$ cat src/rtl/bert_rx_pkg.sv
package bert_rx_pkg;
  localparam int ST_N     = 6;
  localparam int ST_SYNC  = 0;
  localparam int ST_ZERO  = 1;
  localparam int ST_ONE   = 2;
  localparam int ST_ESAT  = 3;
  localparam int ST_BWRAP = 4;
  localparam int ST_BERR  = 5;
  localparam logic [1:0] MODE_REP   = 2'b00;
  localparam logic [1:0] MODE_PRBS7 = 2'b01;
endpackage

$ cat src/rtl/bert_ref_gen.sv
module bert_ref_gen
  import bert_rx_pkg::*;
#(
  parameter int PAT_W = 32
) (
  input  logic             clk,
  input  logic             rst_n,
  input  logic [1:0]       mode,
  input  logic [PAT_W-1:0] pattern,
  input  logic             bit_en,
  input  logic             rx_bit,
  input  logic             locked,
  output logic             mismatch
);
  localparam int PTR_W  = (PAT_W > 1) ? $clog2(PAT_W) : 1;
  localparam int HIST_W = 15;

  logic [PTR_W-1:0]  ptr;
  logic [HIST_W-1:0] hist;
  logic              exp_bit;

  always_comb begin
    if (mode == MODE_REP)        exp_bit = pattern[ptr];
    else if (mode == MODE_PRBS7) exp_bit = hist[6] ^ hist[5];
    else                         exp_bit = hist[14] ^ hist[13];
  end

  assign mismatch = rx_bit ^ exp_bit;

  always_ff @(posedge clk or negedge rst_n) begin
    if (!rst_n) begin
      ptr  <= '0;
      hist <= '0;
    end else if (bit_en) begin
      hist <= {hist[HIST_W-2:0], locked ? exp_bit : rx_bit};
      if (locked || !mismatch)
        ptr <= (ptr == PTR_W'(PAT_W-1)) ? '0 : ptr + 1'b1;
    end
  end
endmodule

$ cat src/rtl/bert_sync_fsm.sv
module bert_sync_fsm #(
  parameter int SYNC_RUN  = 32,
  parameter int LOSS_ERRS = 6,
  parameter int LOSS_WIN  = 64
) (
  input  logic clk,
  input  logic rst_n,
  input  logic bit_en,
  input  logic mismatch,
  output logic locked,
  output logic lock_flip
);
  localparam int RUN_W = $clog2(SYNC_RUN + 1);
  localparam int WIN_W = $clog2(LOSS_WIN + 1);
  localparam int ECW   = $clog2(LOSS_ERRS + 1);

  logic [RUN_W-1:0] run;
  logic [WIN_W-1:0] win;
  logic [ECW-1:0]   errs;
  logic             gain, lose;

  assign gain = bit_en && !locked && !mismatch && (run == RUN_W'(SYNC_RUN-1));
  assign lose = bit_en && locked && mismatch && (errs == ECW'(LOSS_ERRS-1));
  assign lock_flip = gain || lose;

  always_ff @(posedge clk or negedge rst_n) begin
    if (!rst_n) begin
      locked <= 1'b0;
      run    <= '0;
      win    <= '0;
      errs   <= '0;
    end else if (bit_en) begin
      if (!locked) begin
        if (mismatch) run <= '0;
        else if (gain) begin
          locked <= 1'b1;
          run    <= '0;
          win    <= '0;
          errs   <= '0;
        end else run <= run + 1'b1;
      end else if (lose) begin
        locked <= 1'b0;
        run    <= '0;
      end else if (win == WIN_W'(LOSS_WIN-1)) begin
        win  <= '0;
        errs <= '0;
      end else begin
        win  <= win + 1'b1;
        errs <= errs + ECW'(mismatch);
      end
    end
  end
endmodule

$ cat src/rtl/bert_counters.sv
module bert_counters #(
  parameter int BIT_W = 32,
  parameter int ERR_W = 24
) (
  input  logic             clk,
  input  logic             rst_n,
  input  logic             clr,
  input  logic             count_en,
  input  logic             bit_err,
  output logic [BIT_W-1:0] bit_cnt,
  output logic [ERR_W-1:0] err_cnt,
  output logic             bit_wrap,
  output logic             err_full
);
  localparam logic [ERR_W-1:0] ERR_MAX = '1;

  assign bit_wrap = !clr && count_en && (&bit_cnt);
  assign err_full = !clr && count_en && bit_err && (err_cnt == ERR_MAX - 1'b1);

  always_ff @(posedge clk or negedge rst_n) begin
    if (!rst_n) begin
      bit_cnt <= '0;
      err_cnt <= '0;
    end else if (clr) begin
      bit_cnt <= '0;
      err_cnt <= '0;
    end else if (count_en) begin
      bit_cnt <= bit_cnt + 1'b1;
      if (bit_err && err_cnt != ERR_MAX) err_cnt <= err_cnt + 1'b1;
    end
  end
endmodule

$ cat src/rtl/bert_status.sv
module bert_status #(
  parameter int N = 6
) (
  input  logic         clk,
  input  logic         rst_n,
  input  logic [N-1:0] evt,
  input  logic [N-1:0] clr,
  input  logic [N-1:0] mask,
  output logic [N-1:0] status,
  output logic         irq
);
  always_ff @(posedge clk or negedge rst_n) begin
    if (!rst_n) status <= '0;
    else        status <= (status & ~clr) | evt;
  end

  assign irq = |(status & ~mask);
endmodule

$ cat src/rtl/bert_rx_check.sv
module bert_rx_check
  import bert_rx_pkg::*;
#(
  parameter int PAT_W     = 32,
  parameter int BIT_W     = 32,
  parameter int ERR_W     = 24,
  parameter int SYNC_RUN  = 32,
  parameter int LOSS_ERRS = 6,
  parameter int LOSS_WIN  = 64,
  parameter int RUN_LEN   = 32
) (
  input  logic             clk,
  input  logic             rst_n,
  input  logic [1:0]       cfg_mode,
  input  logic [PAT_W-1:0] cfg_pattern,
  input  logic             rx_valid,
  output logic             rx_ready,
  input  logic             rx_data,
  input  logic             cnt_clr,
  input  logic [ST_N-1:0]  sts_clr,
  input  logic [ST_N-1:0]  irq_mask,
  output logic             sync,
  output logic [BIT_W-1:0] bit_cnt,
  output logic [ERR_W-1:0] err_cnt,
  output logic [ST_N-1:0]  status,
  output logic             irq
);
  localparam int RUN_W = $clog2(RUN_LEN + 1);

  logic             mismatch, lock_flip, bit_wrap, err_full;
  logic             clr_q, clr_edge;
  logic [RUN_W-1:0] zrun, orun;
  logic             zero_evt, one_evt;
  logic [ST_N-1:0]  evt;

  assign rx_ready = 1'b1;

  bert_ref_gen #(.PAT_W(PAT_W)) u_ref (
    .clk(clk), .rst_n(rst_n), .mode(cfg_mode), .pattern(cfg_pattern),
    .bit_en(rx_valid), .rx_bit(rx_data), .locked(sync), .mismatch(mismatch)
  );

  bert_sync_fsm #(.SYNC_RUN(SYNC_RUN), .LOSS_ERRS(LOSS_ERRS), .LOSS_WIN(LOSS_WIN)) u_sync (
    .clk(clk), .rst_n(rst_n), .bit_en(rx_valid), .mismatch(mismatch),
    .locked(sync), .lock_flip(lock_flip)
  );

  // counter clear acts on the rising edge of the control level
  always_ff @(posedge clk or negedge rst_n) begin
    if (!rst_n) clr_q <= 1'b0;
    else        clr_q <= cnt_clr;
  end
  assign clr_edge = cnt_clr && !clr_q;

  bert_counters #(.BIT_W(BIT_W), .ERR_W(ERR_W)) u_cnt (
    .clk(clk), .rst_n(rst_n), .clr(clr_edge), .count_en(sync && rx_valid),
    .bit_err(mismatch), .bit_cnt(bit_cnt), .err_cnt(err_cnt),
    .bit_wrap(bit_wrap), .err_full(err_full)
  );

  // same-value run detectors, independent of lock
  always_ff @(posedge clk or negedge rst_n) begin
    if (!rst_n) begin
      zrun <= '0;
      orun <= '0;
    end else if (rx_valid) begin
      if (rx_data) begin
        zrun <= '0;
        if (orun != RUN_W'(RUN_LEN)) orun <= orun + 1'b1;
      end else begin
        orun <= '0;
        if (zrun != RUN_W'(RUN_LEN)) zrun <= zrun + 1'b1;
      end
    end
  end
  assign zero_evt = rx_valid && !rx_data && (zrun == RUN_W'(RUN_LEN-1));
  assign one_evt  = rx_valid &&  rx_data && (orun == RUN_W'(RUN_LEN-1));

  always_comb begin
    evt           = '0;
    evt[ST_SYNC]  = lock_flip;
    evt[ST_ZERO]  = zero_evt;
    evt[ST_ONE]   = one_evt;
    evt[ST_ESAT]  = err_full;
    evt[ST_BWRAP] = bit_wrap;
    evt[ST_BERR]  = sync && rx_valid && mismatch;
  end

  bert_status #(.N(ST_N)) u_sts (
    .clk(clk), .rst_n(rst_n), .evt(evt), .clr(sts_clr), .mask(irq_mask),
    .status(status), .irq(irq)
  );
endmodule

$ cat config.mk
export PLATFORM = sky130hd
export DESIGN_NAME = bert_rx_check
export DESIGN_NICKNAME = d
export VERILOG_FILES = /design/src/rtl/bert_rx_pkg.sv /design/src/rtl/bert_ref_gen.sv /design/src/rtl/bert_sync_fsm.sv /design/src/rtl/bert_counters.sv /design/src/rtl/bert_status.sv /design/src/rtl/bert_rx_check.sv
export SDC_FILE = /design/constraint.sdc
export NUM_CORES = 1
export LEC_CHECK = 0
export BUFFER_PORTS_ARGS = -buffer_cell sky130_fd_sc_hd__buf_2
export CAP_MARGIN = 20
export CORE_MARGIN = 2
export CORE_UTILIZATION = 45
export CTS_CLUSTER_SIZE = 8
export DETAILED_ROUTE_END_ITERATION = 12
export PLACE_DENSITY = 0.74
export SLEW_MARGIN = 20
export SYNTH_ARGS = -nofsm -noshare
export SYNTH_HDL_FRONTEND = slang
export SYNTH_HIERARCHICAL = 1
export SYNTH_SLANG_ARGS = --single-unit
$ cat constraint.sdc
create_clock -name clk -period 3.3 [get_ports clk]
set_input_delay 0.33 -clock clk [delete_from_list [all_inputs] [get_ports clk]]
set_output_delay 0.33 -clock clk [all_outputs]
set_load 0.005 [all_outputs]
* Word level (Yosys, flattened, before mapping)
Cells that the tools add are included.
** Cells by class
- Eq/ne operators :: 15
- Multiplexer cells :: 33
- Bitwise operators :: 8
- Reduce and logical (&&, ||, !) cells :: 36
- $lt $le $gt $ge :: 1
- $add $sub $neg :: 8
** Operators with widths (number)
- two-way mux 24 bit :: 3
- two-way mux 32 bit :: 2
- two-way mux 6 bit :: 8
- two-way mux 7 bit :: 5
- adder 32 x 1 -> 32 bit (second input constant) :: 1
- AND reduction 32 bit :: 1
- adder 24 x 1 -> 24 bit (second input constant) :: 1
- == test 24 bit (second input constant) :: 1
- != test 24 bit (second input constant) :: 1
- adder 6 x 1 -> 6 bit (second input constant) :: 3
- == test 6 x 5 -> 1 bit (second input constant) :: 3
- logical AND 1 bit :: 16
- two-way mux 3 bit :: 5
- bitwise AND 6 bit :: 2
- != test 6 bit (second input constant) :: 2
- NOT 6 bit :: 2
- AND reduction 2 bit :: 5
- two-way mux 1 bit :: 8
- nonzero test 2 bit :: 4
- adder 7 x 1 -> 7 bit (second input constant) :: 1
- == test 7 x 6 -> 1 bit (second input constant) :: 1
- < comparator 5 x 6 -> 1 bit (second input constant) :: 1
- != test 2 bit (second input constant) :: 3
- OR 6 bit :: 1
- 14 further kinds :: 21
** Word-level totals
- Word-level logic and storage cells :: 113
- Register bits :: 112
- Output and inout port bits :: 65
- Input port bits :: 51

* Depth between registers and ports, before layout
Gate-level depths: netlist of the first run.
- Word-level depth :: 10
- Mapped depth :: 12
- Mapped depth without buffers :: 10

* Modules after synthesis
Netlist of the first run, hierarchy kept.
** Modules (own cells, without submodules)
- bert_counters :: area each 3022.9 um2, cells each 324, seq. area each 1401.3 um2, times used 1
- bert_ref_gen :: area each 1196.1 um2, cells each 97, seq. area each 500.5 um2, times used 1
- bert_sync_fsm :: area each 960.9 um2, cells each 101, seq. area each 425.4 um2, times used 1
- bert_rx_check :: area each 865.8 um2, cells each 85, seq. area each 325.3 um2, times used 1
- bert_status :: area each 242.7 um2, cells each 22, seq. area each 150.1 um2, times used 1

* Worst setup path before layout of the first run
Ideal clock, no wire load.
- Path type :: reg2reg
- Start :: reg u_ref.ptr[0]
- End :: reg u_cnt.err_cnt[20]
- Path slack :: 0.213 ns
- Clock period less this slack :: 3.087 ns
- Stages on the path, launching flop included :: 12
- Required time :: 3.222 ns
- Arrival time :: 3.009 ns
- Path buffers :: 1
- Setup time :: 0.078 ns
- Path through :: dfrtp_1 buf_4 mux4_2 mux2i_1 mux2i_1 a211oi_2 xnor2_1 and2_1 nand3_1 a211o_1 or3_1 a21oi_1
** Between the ends
- Word-level cells in the longest chain between the ends :: 7
** RTL lines
- from (decl) :: RTL line bert_ref_gen.sv:18 : logic [PTR_W-1:0] ptr;
- from (signal assigned) :: RTL line bert_ref_gen.sv:37 : ptr <= (ptr == PTR_W'(PAT_W-1)) ? '0 : ptr + 1'b1;
- binary-select mux 1 bit (select 5 bit) :: RTL line bert_ref_gen.sv:23 : if (mode == MODE_REP) exp_bit = pattern[ptr];
- two-way mux 1 bit (not written as such) :: RTL line bert_ref_gen.sv:23
- two-way mux 1 bit :: RTL line bert_ref_gen.sv:23
- bitwise XOR 1 bit :: RTL line bert_ref_gen.sv:28 : assign mismatch = rx_bit ^ exp_bit;
- net mismatch :: RTL line bert_rx_check.sv:30 : logic mismatch, lock_flip, bit_wrap, err_full;
- logical AND 1 bit :: RTL line bert_counters.sv:29 : if (bit_err && err_cnt != ERR_MAX) err_cnt <= err_cnt + 1'b1;
- nonzero test 2 bit (no source line)
- AND reduction 2 bit (no source line)
- to (signal assigned) :: RTL line bert_counters.sv:29
- to (decl) :: RTL line bert_counters.sv:11 : output logic [ERR_W-1:0] err_cnt,
The timed path passes the listed nets, and every way through them passes these cells. The select of a mux whose other input is x is not followed.
A chain may end at the register's enable or synchronous reset.

* Worst setup path in the final report of the first run
- Start :: reg u_ref.ptr[0]
- End :: reg u_sync.run[3]
** Between the ends
- Word-level cells in the longest chain between the ends :: 10
- Elaborated cells on any way between the ends :: 14
- Those cells by class :: 1 x eq/ne; 6 x mux; 1 x bitwise; 6 x reduce/logical
** RTL lines
- binary-select mux 1 bit (select 5 bit) * :: RTL line bert_ref_gen.sv:23
- two-way mux 1 bit (not written as such) * :: RTL line bert_ref_gen.sv:23
- two-way mux 1 bit * :: RTL line bert_ref_gen.sv:23
- bitwise XOR 1 bit * :: RTL line bert_ref_gen.sv:28
- net mismatch :: RTL line bert_rx_check.sv:30
- zero test 1 bit :: RTL line bert_sync_fsm.sv:22 : assign gain = bit_en && !locked && !mismatch && (run == RUN_W'(SYNC_RUN-1));
- logical AND 1 bit (2 in a row) :: RTL line bert_sync_fsm.sv:22
- two-way mux 6 bit :: RTL line bert_sync_fsm.sv:35 : else if (gain) begin
- two-way mux 6 bit :: RTL line bert_sync_fsm.sv:34 : if (mismatch) run <= '0;
- two-way mux 6 bit :: RTL line bert_sync_fsm.sv:33 : if (!locked) begin
- to (signal assigned) :: RTL line bert_sync_fsm.sv:40 : end else run <= run + 1'b1;
- to (decl) :: RTL line bert_sync_fsm.sv:17 : logic [RUN_W-1:0] run;
Mark *: on every way through the listed nets, which the timed path passes. The rest lies on a longest branch. The select of a mux whose other input is x is not followed.

==> results of run 1 <==
## kinds of logic after synthesis
family                   count (synthesis)
AO/OA/AOI/OAI                          108
XOR/XNOR                                44
adder cells (fa/ha/maj)                 13
buffers and inverters                   61
flip-flops                             112
multiplexers                            39
other                                    1
AND/OR/NAND/NOR                        251
## metrics by stage
stage	TNS, ns	hold WS, ns
6_report	0	0.0257
5_1_grt	-0.0998	0.0741
4_1_cts	0	0.0505
3_5_place_dp	0	0.426
3_3_place_gp	0	0.418
2_1_floorplan	0	0.0344
## cell type report
type	count	area (µm²)
sequential	112	2800
tap	180	225
timing repair buffer	129	683
clock inverter	7	72.6
multi-input combinational	456	3260
clock buffer	9	225
inverter	33	124
fill	1227	6380
## power by group
| part | switching (mW) | leakage [nW] | total, mW | internal (mW) |
|---|---|---|---|---|
| Clock | 0.495 | 0.141 | 1.08 | 0.589 |
| Combinational | 0.672 | 1.75 | 1.33 | 0.657 |
| Sequential | 0.274 | 1.50 | 1.90 | 1.63 |
## sequential cells by signal (all words and copies together) (netlist names)
| register | count |
|---|---|
| clr_q | 1 |
| u_cnt/bit_cnt | 32 |
| u_cnt/err_cnt | 24 |
| u_sync/win | 7 |
| u_ref/ptr | 5 |
| u_sts/status | 6 |
| u_ref/hist | 15 |
| zrun | 6 |
| orun | 6 |
| u_sync/errs | 3 |
| u_sync/locked | 1 |
| u_sync/run | 6 |
## routing by layer
metal	GRT usage, %	vias up	part of all wire (%)
met4	5.68	0	1.6
li1	-	2496	-
met5	0	-	0
met3	3.90	18	6.2
met2	30.5	166	48
met1	25.3	2549	44
## placed cells by master (no fill, tap or decap), drive strengths merged, types with 8 or more instances in the layout
cell type | netlist | final
o21ai | 28 | 28
dfrtp | 112 | 112
nor4 | 16 | 16
nand2 | 37 | 37
buf | 17 | 129
inv | 33 | 33
a21oi | 23 | 23
or3 | 16 | 16
nand2b | 8 | 8
mux2 | 22 | 22
nand4 | 23 | 23
nor2 | 61 | 61
xnor2 | 36 | 36
mux2i | 10 | 10
nor3 | 11 | 11
xor2 | 8 | 8
clkbuf | 11 | 9
nand3 | 28 | 28
nor2b | 9 | 9
ha | 13 | 13
and3 | 11 | 11
## how the worst min path moves through the flow
stage                              endpoint  slack [ns]  cells after the start
2_1_floorplan               clr_q$_DFF_PN0_        0.03                      0
3_3_place_gp   u_cnt/err_cnt[4]$_DFFE_PN0P_        0.42                      1
3_5_place_dp   u_cnt/err_cnt[4]$_DFFE_PN0P_        0.43                      1
4_1_cts        u_cnt/err_cnt[4]$_DFFE_PN0P_        0.05                      1
5_1_grt        u_cnt/err_cnt[4]$_DFFE_PN0P_        0.07                      1
6_report       u_cnt/err_cnt[4]$_DFFE_PN0P_        0.03                      1
## cell usage after synthesis (3+ instances only)
master	n	share of area, %
buf_4	3	0.36
nor4_1	14	1.4
nor2_1	61	3.6
mux4_2	7	2.5
mux2_2	19	3.4
nand4_1	21	2.1
buf_2	9	0.72
nor3b_1	5	0.60
buf_1	3	0.18
dfrtp_1	112	45
o211ai_1	3	0.36
or3_1	14	1.4
nand2b_1	7	0.70
a211o_1	3	0.42
mux2i_1	10	1.6
and4_1	7	0.97
nor2b_1	9	0.90
a41o_1	3	0.48
a21oi_1	23	1.8
xor2_1	8	1.1
nand3_1	28	2.2
nand4b_1	4	0.56
o21bai_1	7	0.84
and3_1	11	1.1
nand2_1	37	2.2
ha_1	13	2.6
and2_1	7	0.70
o21ai_0	28	2.2
o2bb2ai_1	5	0.70
inv_1	33	2.0
o21a_1	3	0.36
clkbuf_1	11	0.66
xnor2_1	36	5.0
nor3_1	9	0.72
a311oi_1	3	0.42
o22ai_1	6	0.60
## timing repair
item                       4_1_cts  5_1_grt
buffers inserted                 0        4
gates resized for setup          1        6
setup endpoints to repair        2       11
gates cloned                     0        0
pin swaps                        0        1
## critical path, cell delays in order (launching register included)
cell      delay [ns]
dfrtp_2         0.37
buf_2           0.17
mux4_2          0.51
o22ai_1         0.21
a211oi_1        0.09
a211oi_2        0.30
xnor2_1         0.17
buf_4           0.20
and4b_1         0.32
o21ai_0         0.25
o21bai_1        0.26
a21o_1          0.18
==> qor_table.md, run 1 <==
| Result | Value | Unit |
|---|---|---|
| Type of the most critical hold path | in2async | - |
| Area of all placed cells without fillers | 7390 | µm² |
| Area fraction in and, or, nand and nor cells after synthesis | 22.0 | % |
| CP required | 3.53 | ns |
| Wire length of the first global-routing pass | 22,900 | µm |
| Vias per inst | 5.65 | - |
| EDFF count, synth | 0 | - |
| Io pins | 116 | - |
| Min cycle time layout | 3.15 | ns |
| Leakage power of the design | 3.39 | nW |
| Clock latency on the worst-skew pair | 0.34 | ns |
| Register clock-pin slew on the reported worst setup and hold paths | 0.07 | ns |
| Drt drc | 0 | - |
| Cells after DPL | 906 | - |
| Crit Path Max Fanout | 10 | - |
| Sequential-to-total area share from yosys stat | 44.6 | % |
| Dominant combinational cell family by area after synthesis | simple AND/OR/NAND/NOR gates | - |
| Final Hold Vio Count | 0 | - |
| Antenna viol nets, final | 0 | - |
| Start of the worst register-to-register path | u_ref/ptr[0]$_DFFE_PN0P_ | - |
| Total Die Area | 14,900 | µm² |
| Worst setup skew after layout | 0.00695 | ns |
| Capturing instance or port of the critical path | u_sync/run[3]$_DFFE_PN0P_ | - |
| Measured slew at the worst slew-check pin | 0.929 | ns |
| Synthesized flop and latch total | 112 | - |
| Average size of a mapped cell | 10.0 | µm² |
| Worst-case reg-to-reg path depth | 11 | - |
| Count of input and output buffers | 114 | - |
| Final setup violating endpoints | 0 | - |
| Distinct cells, synth | 72 | - |
| Post-synthesis net count | 693 | - |
| First-pass iteration count of the detailed router | 5 | - |
| Area share of fa/ha/maj cells after synthesis | 2.59 | % |
| Clock root buffer master | clkbuf_16 | - |
| Total power of the final layout | 4.32 | mW |
| Warnings, synthesis | 6 | - |
| Proportion of register bits with asynchronous set or reset after synthesis | 100 | % |
| Maximum number of buffers from clock root to sink | 2 | - |
| Layout cells sized above 1 | 26.1 | % |
| Sum of net half-perimeters after detailed placement | 10,000 | µm |
| Reported max-cap violation count | 0 | - |
| Layout overhead on the synthesized area | 17.5 | % |
| Die X | 122 | µm |
| Initial antenna violation count | 0 | - |
| Critical Path AT | 3.39 | ns |
| Power per standard cell area | 584 | nW/µm² |
| Fraction of synthesized area in multiplexers | 8.16 | % |
| Global placer's final weighted congestion | 0.924 | - |
| Worst slack at placement | 0.0308 | ns |
| Total number of vias | 5,229 | - |
| Setup slack of the critical path after layout | 0.148 | ns |
| Cell Rows | 43 | - |
| Compound-cell area share of the yosys netlist | 12.2 | % |
| Outcome | complete, no violations | - |
| Peak ir drop on the vdd network | 0.329 | mV |
| Die Y | 122 | µm |
| Number of cells in the finished layout apart from fillers | 926 | - |
| H-tree Lvls | 3 | - |
| Number of max-slew violations in the final report | 0 | - |
| Crit Path Category | reg2reg | - |
| Post-CTS Hold Fix Bufs | 0 | - |
| Setup crit start | u_ref/ptr[0]$_DFFE_PN0P_ | - |
| All-Layer GR Usage | 18.8 | % |
| Initial cell density of the core | 45.7 | % |
| Overflow left after global routing | 0 | - |
| Mapped cell area | 6290 | µm² |
| Worst setup EP type | flop | - |
| Most common flop cell mapped by yosys | dfrtp_1 | - |
| Xor and xnor fraction of the mapped netlist area | 6.13 | % |
| DR iter-0 viols | 395 | - |
| Utilization after layout | 53.7 | % |
| Avg WL per Cell | 15.0 | µm |
| Number of standard cells after synthesis | 629 | - |
| Core region area | 13,800 | µm² |
| Final-stage net count | 805 | - |
| Critical Path Start Type | flop | - |
| R2r endpoint | u_sync/run[3]$_DFFE_PN0P_ | - |
| Count of inserted antenna diode cells | 0 | - |
| Normalized max-slew margin | 37.9 | % |
| CTS tree | built | - |
| Max Fclk | 317 | MHz |
| Number of sinks handled by clock tree synthesis | 112 | - |
| Maximum number of pins on one net before global-route repair | 57 | - |
| Wire length reported by the detailed router | 13,900 | µm |
| Final cycle utilization of the critical path | 95.5 | % |
| Number of global-route vias before repair | 4,959 | - |
| Worst reg2reg setup slack | 0.15 | ns |
| Post-place instance area | 7030 | µm² |
| Num CTS Buffers | 9 | - |
Note: power is estimated with default switching activity, not from simulation.
==> run 2: changes to the inputs <==
PLACE_DENSITY = 0.72   (was 0.74)
clock period = 3 ns   (was 3.3 ns; I/O delays follow)
==> qor_table.md, run 2 (synthesized netlist as in run 1, its figures left out) <==
| Result | Value | Unit | Change |
|---|---|---|---|
| Clock latency on the worst-skew pair | 0.35 | ns | was 0.34 ns |
| Avg WL per Cell | 16.0 | µm | was 15.0 µm |
| Layout cells sized above 1 | 31.0 | % | was 26.1% |
| Post-place instance area | 7140 | µm² | was 7030 µm² |
| Number of cells in the finished layout apart from fillers | 942 | - | was 926 |
| DR iter-0 viols | 425 | - | was 395 |
| Layout overhead on the synthesized area | 23.3 | % | was 17.5% |
| Drt drc | 0 | - | unchanged |
| All-Layer GR Usage | 19.8 | % | was 18.8% |
| Cells after DPL | 916 | - | was 906 |
| H-tree Lvls | 3 | - | unchanged |
| Global placer's final weighted congestion | 0.952 | - | was 0.924 |
| Wire length of the first global-routing pass | 23,900 | µm | was 22,900 µm |
| Worst reg2reg setup slack | -0.04 | ns | was 0.15 ns |
| Top flop regs | u_cnt/bit_cnt x32, u_cnt/err_cnt x24, u_ref/hist x15 | - | unchanged |
| Num CTS Buffers | 9 | - | unchanged |
| Overflow left after global routing | 0 | - | unchanged |
| Total power of the final layout | 5.11 | mW | was 4.32 mW |
| Post-CTS Hold Fix Bufs | 0 | - | unchanged |
| Core region area | 13,800 | µm² | unchanged |
| Reported max-cap violation count | 0 | - | unchanged |
| Number of flip-flops under the largest register name | 32 | - | unchanged |
| Cell breakdown of the critical path | mux4_2 > mux2i_1 > mux2i_1 > a211oi_2 > xnor2_2 > and2_4 > buf_6 > nand4b_1 > nor4_2 > mux2_2 | - | was buf_2 > mux4_2 > o22ai_1 > a211oi_1 > a211oi_2 > xnor2_1 > buf_4 > and4b_1 > o21ai_0 > o21bai_1 > a21o_1 |
| CP required | 3.24 | ns | was 3.53 ns |
| Worst setup skew after layout | 0.00890 | ns | was 0.00695 ns |
| Violated checks | negative hold slack, negative setup slack | - |  |
| Commonest cells after routing, fill and taps aside | buf_2 (113), dfrtp_1 (111), nor2_1 (61) | - | was buf_2 (114), dfrtp_1 (111), nor2_1 (61) |
| Initial antenna violation count | 0 | - | unchanged |
| Maximum number of pins on one net before global-route repair | 60 | - | was 57 |
| Number of max-slew violations in the final report | 0 | - | unchanged |
| Worst-case reg-to-reg path depth | 10 | - | was 11 |
| Total number of vias | 5,413 | - | was 5,229 |
| Critical Path AT | 3.28 | ns | was 3.39 ns |
| Dominant cell type by count on the critical path | mux2i_1 | - |  |
| Outcome | finished, violations left | - | was complete, no violations |
| Critical Path Start Type | flop | - | unchanged |
| Number of global-route vias before repair | 5,062 | - | was 4,959 |
| Number of sinks handled by clock tree synthesis | 112 | - | unchanged |
| Worst setup EP type | flop | - | unchanged |
| Max incr delay on CP | 0.52 | ns | was 0.51 ns |
| Crit Path Category | reg2reg | - | unchanged |
| Max Fclk | 329 | MHz | was 317 MHz |
| Final-stage net count | 821 | - | was 805 |
| Worst slack at placement | -0.187 | ns | was 0.0308 ns |
| R2r endpoint | u_cnt/err_cnt[23]$_DFFE_PN0P_ | - | was u_sync/run[3]$_DFFE_PN0P_ |
| Area of all placed cells without fillers | 7750 | µm² | was 7390 µm² |
| Final cycle utilization of the critical path | 101 | % | was 95.5% |
| Setup crit start | u_ref/ptr[0]$_DFFE_PN0P_ | - | unchanged |
| Leakage power of the design | 3.50 | nW | was 3.39 nW |
| Vias per inst | 5.75 | - | was 5.65 |
| Leading cell type in the layout, fill and taps excluded | buf_2 | - | unchanged |
| Final setup violating endpoints | 3 | - | was 0 |
| Normalized max-slew margin | 37.0 | % | was 37.9% |
| Min cycle time layout | 3.04 | ns | was 3.15 ns |
| Die X | 122 | µm | unchanged |
| TNS Setup | -0.0514 | ns | was 0 ns |
| Count of inserted antenna diode cells | 0 | - | unchanged |
| Cell Rows | 43 | - | unchanged |
| Count of input and output buffers | 114 | - | unchanged |
| Die Y | 122 | µm | unchanged |
| Utilization after layout | 56.3 | % | was 53.7% |
| Clock root buffer master | clkbuf_16 | - | unchanged |
| Io pins | 116 | - | unchanged |
| Maximum number of buffers from clock root to sink | 2 | - | unchanged |
| CP max-delay cell | mux4_2 | - | unchanged |
| Crit path max-delay family | multiplexers | - | was compound AO/OA/AOI/OAI gates |
| Sum of net half-perimeters after detailed placement | 10,300 | µm | was 10,000 µm |
| Total Die Area | 14,900 | µm² | unchanged |
| Power per standard cell area | 659 | nW/µm² | was 584 nW/µm² |
| Top reg by flops | u_cnt/bit_cnt | - | unchanged |
| Crit Path Max Fanout | 8 | - | was 10 |
| Capturing instance or port of the critical path | u_cnt/err_cnt[23]$_DFFE_PN0P_ | - | was u_sync/run[3]$_DFFE_PN0P_ |
| Type of the most critical hold path | in2async | - | unchanged |
| Initial cell density of the core | 45.7 | % | unchanged |
| CTS tree | built | - | unchanged |
| First-pass iteration count of the detailed router | 7 | - | was 5 |
| Start of the worst register-to-register path | u_ref/ptr[0]$_DFFE_PN0P_ | - | unchanged |
| Peak ir drop on the vdd network | 0.552 | mV | was 0.329 mV |
| Final Hold Vio Count | 11 | - | was 0 |
| Logic depth of the worst path, buffers included | 10 | - | was 11 |
| Setup slack of the critical path after layout | -0.0405 | ns | was 0.148 ns |
| Antenna viol nets, final | 0 | - | unchanged |
| Register clock-pin slew on the reported worst setup and hold paths | 0.07 | ns | about the same |
| Measured slew at the worst slew-check pin | 0.941 | ns | was 0.929 ns |
| Wire length reported by the detailed router | 15,100 | µm | was 13,900 µm |
| Buffers and inverters on the worst path | 1 | - | was 2 |
| RSZ-0062 raised after global routing | true | - |  |
| Post-route worst hold slack | -0.00447 | ns | was 0.0257 ns |
run 2: cell types whose count changed in the layout (fill, tap and decap cells not counted), moves of 3 or more:
cell	delta
nor4_2	+3
nor4_1	-6
o21ai_0	-5
buf_4	+12
nand3_1	-4
buf_6	+3
a21oi_1	-8
o21ai_1	+5
a21oi_2	+7
nor4_4	+3
nand3_2	+3
run 2: worst reg2reg max path: cells and delay by family (launching register included):
kind / cells / cell delay [ns]
xor gates and xnor gates: 1 / 0.22
buffers and inverters: 1 / 0.11
AOI/OAI and AO/OA: 1 / 0.34
DFF: 1 / 0.49
and+or+nand+nor: 3 / 0.62
muxes: 4 / 1.15
run 2: timing repair:
action	in CTS	in global routing
setup buffers	6	4
setup endpoints to repair	35	42
gates resized for setup	4	44
pin swaps	6	17
run 2: how the worst min path moves through the flow:
stage                     start                         to  slack [ns]
final                     rst_n        orun[3]$_DFFE_PN0P_      -0.004
after global routing      rst_n        orun[3]$_DFFE_PN0P_        0.05
after CTS                 rst_n        orun[0]$_DFFE_PN0P_        0.02
after detailed placement  rst_n  u_sts/status[5]$_DFF_PN0_        0.40
after global placement    rst_n  u_sts/status[2]$_DFF_PN0_        0.39
after floorplan           rst_n            clr_q$_DFF_PN0_       0.004
run 2: cell type report:
cell class / count / area (µm²)
fill: 1201 / 6020
clock buffer: 11 / 233
inverter: 33 / 124
tap: 180 / 225
multi-input combinational: 456 / 3440
sequential: 112 / 2800
timing repair buffer: 145 / 842
clock inverter: 5 / 81.3
run 2: per-layer routing:
metal	track usage (%)	routed length [µm]	vias up
met2	32.4	7430	185
met1	26.5	6530	2675
li1	-	-	2531
met5	0	0	-
met3	3.30	869	22
met4	7.54	254	0
run 2: where the power goes:
| group | switching, mW | internal [mW] |
|---|---|---|
| sequential | 0.323 | 1.79 |
| clock | 0.554 | 0.734 |
| combinational | 0.795 | 0.911 |
